--- src/rtl/rx_add_pkg.sv ---
package rx_add_pkg;
  typedef enum logic [1:0] {
    ST_IDLE  = 2'd0,
    ST_FETCH = 2'd1,
    ST_WB    = 2'd2
  } rx_state_e;

  typedef struct packed {
    logic [7:0]  op;
    logic [3:0]  r1;
    logic [3:0]  x2;
    logic [3:0]  b2;
    logic [11:0] d2;
  } rx_fields_t;

  localparam logic [1:0] CC_ZERO = 2'd0;
  localparam logic [1:0] CC_NEG  = 2'd1;
  localparam logic [1:0] CC_POS  = 2'd2;
  localparam logic [1:0] CC_OVF  = 2'd3;
endpackage

--- src/rtl/rx_gr_file.sv ---
module rx_gr_file #(
  parameter int NREG = 16,
  parameter int XLEN = 32,
  parameter int NRD  = 4,
  localparam int IW  = $clog2(NREG)
) (
  input  logic                           clk_i,
  input  logic                           rst_ni,
  input  logic                           exe_we_i,
  input  logic [IW-1:0]                  exe_idx_i,
  input  logic [XLEN-1:0]                exe_data_i,
  input  logic                           tst_we_i,
  input  logic [IW-1:0]                  tst_idx_i,
  input  logic [XLEN-1:0]                tst_data_i,
  input  logic [NRD-1:0][IW-1:0]         rd_idx_i,
  output logic [NRD-1:0][XLEN-1:0]       rd_data_o
);
  logic [NREG-1:0][XLEN-1:0] regs_q;

  // execution writeback wins over a same-cycle test write
  always_ff @(posedge clk_i or negedge rst_ni) begin
    if (!rst_ni) begin
      regs_q <= '0;
    end else begin
      for (int i = 0; i < NREG; i++) begin
        if (exe_we_i && exe_idx_i == IW'(i))
          regs_q[i] <= exe_data_i;
        else if (tst_we_i && tst_idx_i == IW'(i))
          regs_q[i] <= tst_data_i;
      end
    end
  end

  for (genvar p = 0; p < NRD; p++) begin : g_rd
    assign rd_data_o[p] = regs_q[rd_idx_i[p]];
  end
endmodule

--- src/rtl/rx_agen.sv ---
module rx_agen #(
  parameter int XLEN = 32,
  parameter int AW   = 24,
  parameter int DW   = 12,
  parameter int IW   = 4
) (
  input  logic [IW-1:0]   b_idx_i,
  input  logic [IW-1:0]   x_idx_i,
  input  logic [XLEN-1:0] b_val_i,
  input  logic [XLEN-1:0] x_val_i,
  input  logic [DW-1:0]   disp_i,
  output logic [AW-1:0]   addr_o
);
  logic [AW-1:0] b_eff, x_eff, d_ext;
  logic          unused_hi;

  // field value 0 means "no register", not GR0
  assign b_eff  = (b_idx_i == '0) ? '0 : b_val_i[AW-1:0];
  assign x_eff  = (x_idx_i == '0) ? '0 : x_val_i[AW-1:0];
  assign d_ext  = {{(AW-DW){1'b0}}, disp_i};
  assign addr_o = d_ext + b_eff + x_eff;
  assign unused_hi = ^{b_val_i[XLEN-1:AW], x_val_i[XLEN-1:AW]};
endmodule

--- src/rtl/rx_add_cc.sv ---
module rx_add_cc #(
  parameter int XLEN = 32
) (
  input  logic [XLEN-1:0] a_i,
  input  logic [XLEN-1:0] b_i,
  output logic [XLEN-1:0] sum_o,
  output logic [1:0]      cc_o
);
  import rx_add_pkg::*;
  logic ovf;

  assign sum_o = a_i + b_i;
  assign ovf   = (a_i[XLEN-1] == b_i[XLEN-1]) && (sum_o[XLEN-1] != a_i[XLEN-1]);

  always_comb begin
    if (ovf)                cc_o = CC_OVF;
    else if (sum_o == '0)   cc_o = CC_ZERO;
    else if (sum_o[XLEN-1]) cc_o = CC_NEG;
    else                    cc_o = CC_POS;
  end
endmodule

--- src/rtl/rx_add_unit.sv ---
module rx_add_unit #(
  parameter int          XLEN   = 32,
  parameter int          AW     = 24,
  parameter int          NREG   = 16,
  parameter logic [7:0]  ADD_OP = 8'h5A,
  localparam int         IW     = $clog2(NREG),
  localparam int         DW     = 12
) (
  input  logic            clk_i,
  input  logic            rst_ni,
  input  logic            instr_valid_i,
  input  logic [31:0]     instr_i,
  output logic            ready_o,
  output logic            mem_req_o,
  output logic [AW-1:0]   mem_addr_o,
  input  logic            mem_ack_i,
  input  logic [XLEN-1:0] mem_rdata_i,
  output logic            done_o,
  output logic [1:0]      cc_o,
  output logic            illegal_o,
  input  logic            tst_we_i,
  input  logic [IW-1:0]   tst_idx_i,
  input  logic [XLEN-1:0] tst_wdata_i,
  input  logic [IW-1:0]   tst_ridx_i,
  output logic [XLEN-1:0] tst_rdata_o
);
  import rx_add_pkg::*;

  localparam int RP_X = 0;
  localparam int RP_B = 1;
  localparam int RP_D = 2;
  localparam int RP_T = 3;

  rx_state_e              state_q;
  rx_fields_t             fld;
  logic [IW-1:0]          r1_q;
  logic [AW-1:0]          addr_q, addr_d;
  logic [XLEN-1:0]        opnd_q, sum;
  logic [1:0]             cc_q, cc_d;
  logic                   illegal_q;
  logic                   accept, is_add;
  logic [3:0][IW-1:0]     rd_idx;
  logic [3:0][XLEN-1:0]   rd_data;

  assign fld    = rx_fields_t'(instr_i);
  assign accept = instr_valid_i && (state_q == ST_IDLE);
  assign is_add = (fld.op == ADD_OP);

  assign rd_idx[RP_X] = fld.x2;
  assign rd_idx[RP_B] = fld.b2;
  assign rd_idx[RP_D] = r1_q;
  assign rd_idx[RP_T] = tst_ridx_i;

  rx_gr_file #(.NREG(NREG), .XLEN(XLEN), .NRD(4)) i_gr (
    .clk_i      (clk_i),
    .rst_ni     (rst_ni),
    .exe_we_i   (state_q == ST_WB),
    .exe_idx_i  (r1_q),
    .exe_data_i (sum),
    .tst_we_i   (tst_we_i),
    .tst_idx_i  (tst_idx_i),
    .tst_data_i (tst_wdata_i),
    .rd_idx_i   (rd_idx),
    .rd_data_o  (rd_data)
  );

  rx_agen #(.XLEN(XLEN), .AW(AW), .DW(DW), .IW(IW)) i_agen (
    .b_idx_i (fld.b2),
    .x_idx_i (fld.x2),
    .b_val_i (rd_data[RP_B]),
    .x_val_i (rd_data[RP_X]),
    .disp_i  (fld.d2),
    .addr_o  (addr_d)
  );

  rx_add_cc #(.XLEN(XLEN)) i_alu (
    .a_i   (rd_data[RP_D]),
    .b_i   (opnd_q),
    .sum_o (sum),
    .cc_o  (cc_d)
  );

  always_ff @(posedge clk_i or negedge rst_ni) begin
    if (!rst_ni) begin
      state_q   <= ST_IDLE;
      r1_q      <= '0;
      addr_q    <= '0;
      opnd_q    <= '0;
      cc_q      <= CC_ZERO;
      illegal_q <= 1'b0;
    end else begin
      illegal_q <= accept && !is_add;
      unique case (state_q)
        ST_IDLE: begin
          if (accept && is_add) begin
            r1_q    <= fld.r1;
            addr_q  <= addr_d;
            state_q <= ST_FETCH;
          end
        end
        ST_FETCH: begin
          if (mem_ack_i) begin
            opnd_q  <= mem_rdata_i;
            state_q <= ST_WB;
          end
        end
        ST_WB: begin
          cc_q    <= cc_d;
          state_q <= ST_IDLE;
        end
        default: state_q <= ST_IDLE;
      endcase
    end
  end

  assign ready_o     = (state_q == ST_IDLE);
  assign mem_req_o   = (state_q == ST_FETCH);
  assign mem_addr_o  = addr_q;
  assign done_o      = (state_q == ST_WB);
  assign cc_o        = cc_q;
  assign illegal_o   = illegal_q;
  assign tst_rdata_o = rd_data[RP_T];
endmodule

--- config.mk ---
export PLATFORM = sky130hd
export DESIGN_NAME = rx_add_unit
export DESIGN_NICKNAME = d
export VERILOG_FILES = /design/src/rtl/rx_add_pkg.sv /design/src/rtl/rx_gr_file.sv /design/src/rtl/rx_agen.sv /design/src/rtl/rx_add_cc.sv /design/src/rtl/rx_add_unit.sv
export SDC_FILE = /design/constraint.sdc
export NUM_CORES = 2
export LEC_CHECK = 0
export BUFFER_PORTS_ARGS = -buffer_cell sky130_fd_sc_hd__buf_2
export CAP_MARGIN = 40
export CORE_MARGIN = 2
export CORE_UTILIZATION = 60
export CTS_BUF_LIST = sky130_fd_sc_hd__clkbuf_8 sky130_fd_sc_hd__clkbuf_16
export DETAILED_ROUTE_END_ITERATION = 6
export GPL_TIMING_DRIVEN = 0
export PLACE_DENSITY_LB_ADDON = 0.25
export SLEW_MARGIN = 20
export SYNTH_ARGS = -nofsm -noshare
export SYNTH_HDL_FRONTEND = slang
export SYNTH_SLANG_ARGS = --single-unit
--- constraint.sdc ---
create_clock -name clk_i -period 7.5 [get_ports clk_i]
set_clock_uncertainty 0.15 [all_clocks]
set_input_delay 1.875 -clock clk_i [delete_from_list [all_inputs] [get_ports clk_i]]
set_output_delay 1.875 -clock clk_i [all_outputs]
set_load 0.01 [all_outputs]
==> flow_metrics.py <==
metrics = {
    "sta": {
        "worst_pin_slew_ns": 1.03,
        "hold_viol_final": 0,
        "final-setup-viol-count": 0,
        "post-route-min-period_ns": 7.42,
        "fin_crit_sh": 0.990,
        "slew_headroom": 0.317,
        "rsz0062_at_grt": "no",
        "tns_ns": 0,
        "setup_ws_ns": 0.0757,
        "drv_slew": 0,
        "clock.fmax_ghz": 0.135,
    },
    "placed_design": {
        "io_buffers": 159,
        "place_ws_ns": -0.924,
        "globalplace.congestion": 1.05,
        "dp_hpwl_um": 143000,
    },
    "setup_path": {
        "cp_max_fo": 10,
        "rr_worst_depth": 17,
        "crit_arrival_ns": 7.88,
        "reg2reg_slack_ns": 0.08,
        "crit_type": "reg -> reg",
        "rr_endpoint": "i_gr.regs_q[349]",
        "start_kind": "flop",
        "r2r-start": "r1_q[1]",
        "crit_path_end_kind": "flop",
        "crit_required_ns": 7.96,
    },
    "route": {
        "drt_iter0_drc": 6971,
        "wl_met3_um": 36500,
        "drtPass1Iterations": 7,
        "wl_met2_um": 76200,
        "drc_errors": 69,
        "wl_per_cell_um": 36.8,
        "drt-met1-wl_um": 61200,
        "dr.max_layer_used": "met5",
        "totalWireLength_um": 193000,
        "vias": 40500,
        "viasPerCell": 7.72,
        "antenna_left": 0,
    },
    "floorplanning": {
        "placeableCoreArea_um2": 71400,
        "die_x_um": 272,
        "initial_utilization": 0.605,
        "num_io_pins": 171,
        "rows": 98,
        "die-area_um2": 74200,
        "die_h_um": 272,
    },
    "synth": {
        "ys.warnings.count": 0,
        "synth.most_common_cell": "dfrtp_1",
        "syn_area_um2": 43200,
        "synth_ff_type": "dfrtp_1",
        "synthArstFlopShare": 1.00,
        "syn_inst": 3818,
        "synth_common_cells": "dfrtp_1, mux4_2, mux2i_1",
        "ys_seq_area_frac": 0.334,
        "synth_fp_nets": 4005,
        "synth_edf_count": 0,
        "yosysTopAreaCellShare": 0.334,
        "synth_area_leader_cell": "dfrtp_1",
        "avgSynthCellArea_um2": 11.3,
        "synth.area.top_cells": "dfrtp_1, mux4_2, mux2i_1",
        "ys_ff_latch": 577,
        "synth.distinct_cells": 80,
    },
    "final_layout": {
        "final_nets": 4413,
        "area_delta_synth_final_pct": 15.6,
        "drive_gt1_frac": 0.275,
        "fill_cells": 5317,
        "postLayoutCoreUtil": 0.700,
    },
    "clocking": {
        "clock_sinks": 577,
        "clk_latency_ns": 0.69,
        "cts.hold.buffers_added": 0,
        "cts_inserted_buffers": 72,
        "clock-root-buffer": "clkbuf_16",
        "cts_setup_buffers": 0,
        "clkTransAtPathRegs_ns": 0.06,
        "clock_path_buffers": 3,
        "htree_levels": 3,
        "cts_tree": "done",
    },
    "global_routing": {
        "grt_max_degree": 96,
        "antenna_found_initial": 19,
        "grt_overflow": 0,
        "grt_pass1_vias": 39200,
        "grt_usage": 0.522,
        "grt_pass1_wl_um": 272000,
    },
    "power": {
        "finalPower_uw": 14700,
        "power_leakage_uw": 0.0197,
        "vdd_ir_drop_max_mv": 0.225,
        "power.density_nw_per_um2": 294,
    },
    "job": {
        "max_cap_violations": 0,
    },
    "hold_path": {
        "hold-path-endpoint": "mem_addr_o[7]",
        "hold_depth": 2,
        "hp-start": "mem_addr_o[7]",
        "hold_class": "reg -> reg",
    },
    "status": {
        "violations": "DRC",
        "outcome": "finished with violations",
    },
}
==> power breakdown <==
group / leakage, µW / internal (µW) / switching (µW) / total (µW)
Clock: 0.00128 / 2140 / 1580 / 3720
Combinational: 0.0119 / 2770 / 3570 / 6330
Sequential: 0.00649 / 3800 / 804 / 4600
==> metrics by stage <==
step	hold WS [ns]	cell area [µm²]	cells
4_1_cts	0.324	49600	5208
5_1_grt	0.340	49900	5237
6_report	0.320	49900	5249
3_3_place_gp	0.306	45200	4927
2_1_floorplan	0.336	43200	3818
3_5_place_dp	0.305	47100	5077
==> final cells by class <==
type / instances / area (µm²) / share of cell area
antenna: 14 / 35.0 / 0.000702
buffer: 387 / 1550 / 0.0310
clock buffer: 91 / 2060 / 0.0413
clock inverter: 42 / 417 / 0.00834
inverter: 22 / 82.6 / 0.00165
multi-input combinational: 2830 / 27300 / 0.546
sequential: 577 / 14400 / 0.289
tap: 950 / 1190 / 0.0238
timing repair buffer: 336 / 2910 / 0.0583
==> sequential cells by signal (all words and copies together), names as in the netlist <==
signal and flops:
i_gr.regs_q 512, mem_addr_o 24, state_q 2, illegal_o 1, cc_o 2, r1_q 4
opnd_q 32
==> routing by layer <==
metal / vias up / track usage
li1: 15400 / -
met1: 19700 / 0.623
met2: 4216 / 0.698
met3: 1215 / 0.300
met4: 14 / 0.378
met5: - / 0.0282
==> cell families (layout without fill, tap and decap cells) <==
| family | after synthesis | count (layout) | synth area share |
|---|---|---|---|
| multiplexers | 1048 | 1048 | 0.406 |
| AND/OR/NAND/NOR | 932 | 932 | 0.0941 |
| AO/OA/AOI/OAI | 741 | 741 | 0.0976 |
| flip-flops | 577 | 577 | 0.334 |
| buffers and inverters | 411 | 878 | 0.0362 |
| adder cells (fa/ha/maj) | 78 | 78 | 0.0250 |
| XOR/XNOR | 31 | 31 | 0.00646 |
| other | 0 | 14 | 0 |
==> worst max-delay path: stages, from the launching register on <==
cell and delay (ns):
dfrtp_1 0.41, clkbuf_1 0.52, clkbuf_1 0.46, clkbuf_1 0.70
buf_6 0.25, mux4_2 0.29, mux4_2 0.56, ha_1 0.31
clkbuf_1 0.28, nand4_1 0.28, nor2_1 0.53, nand2_1 0.28
a31oi_1 0.44, o211ai_1 0.20, a311oi_2 0.83, clkbuf_1 0.55
nor2_1 0.13, a21oi_1 0.14
==> cells in the final DEF, fill, tap and decap left out, drive strengths merged, types with 5 or more instances in the layout <==
| master | instances |
|---|---|
| buf | 410 |
| nor3 | 25 |
| o21a | 8 |
| nor3b | 8 |
| mux2i | 425 |
| or2 | 5 |
| mux4 | 559 |
| nand2 | 364 |
| clkbuf | 404 |
| ha | 64 |
| o21ai | 240 |
| or3 | 15 |
| a21oi | 311 |
| xor2 | 16 |
| inv | 40 |
| a211oi | 28 |
| diode | 14 |
| o21bai | 9 |
| and2 | 33 |
| a31oi | 50 |
| or4 | 7 |
| nand2b | 14 |
| mux2 | 64 |
| o22ai | 14 |
| nor2 | 350 |
| o211ai | 8 |
| fa | 14 |
| nor4 | 5 |
| dfrtp | 577 |
| nand4 | 14 |
| bufinv | 5 |
| nand3 | 29 |
| and3 | 10 |
| nor2b | 40 |
| a211o | 5 |
| a21o | 25 |
| clkinv | 16 |
| xnor2 | 15 |
==> what timing repair did <==
action,4_1_cts,5_1_grt
gates resized for setup,3,10
setup endpoints to repair,5,7
pin swaps,0,0
==> worst max-delay path by stage <==
| stage | slack, ns | end | startpoint | cells after the start |
|---|---|---|---|---|
| detailed placement | -0.92 | mem_addr_o[19] | instr_i[16] | 18 |
| global placement | -8.23 | i_gr.regs_q[475] | rst_ni | 1 |
| global route | 0.02 | mem_addr_o[22] | instr_i[16] | 17 |
| finish | 0.08 | i_gr.regs_q[349] | r1_q[1] | 17 |
| CTS | 0.03 | mem_addr_o[19] | instr_i[17] | 19 |
| floorplan | 0.42 | mem_addr_o[19] | instr_i[12] | 18 |
(Power assumes the default switching activity.)
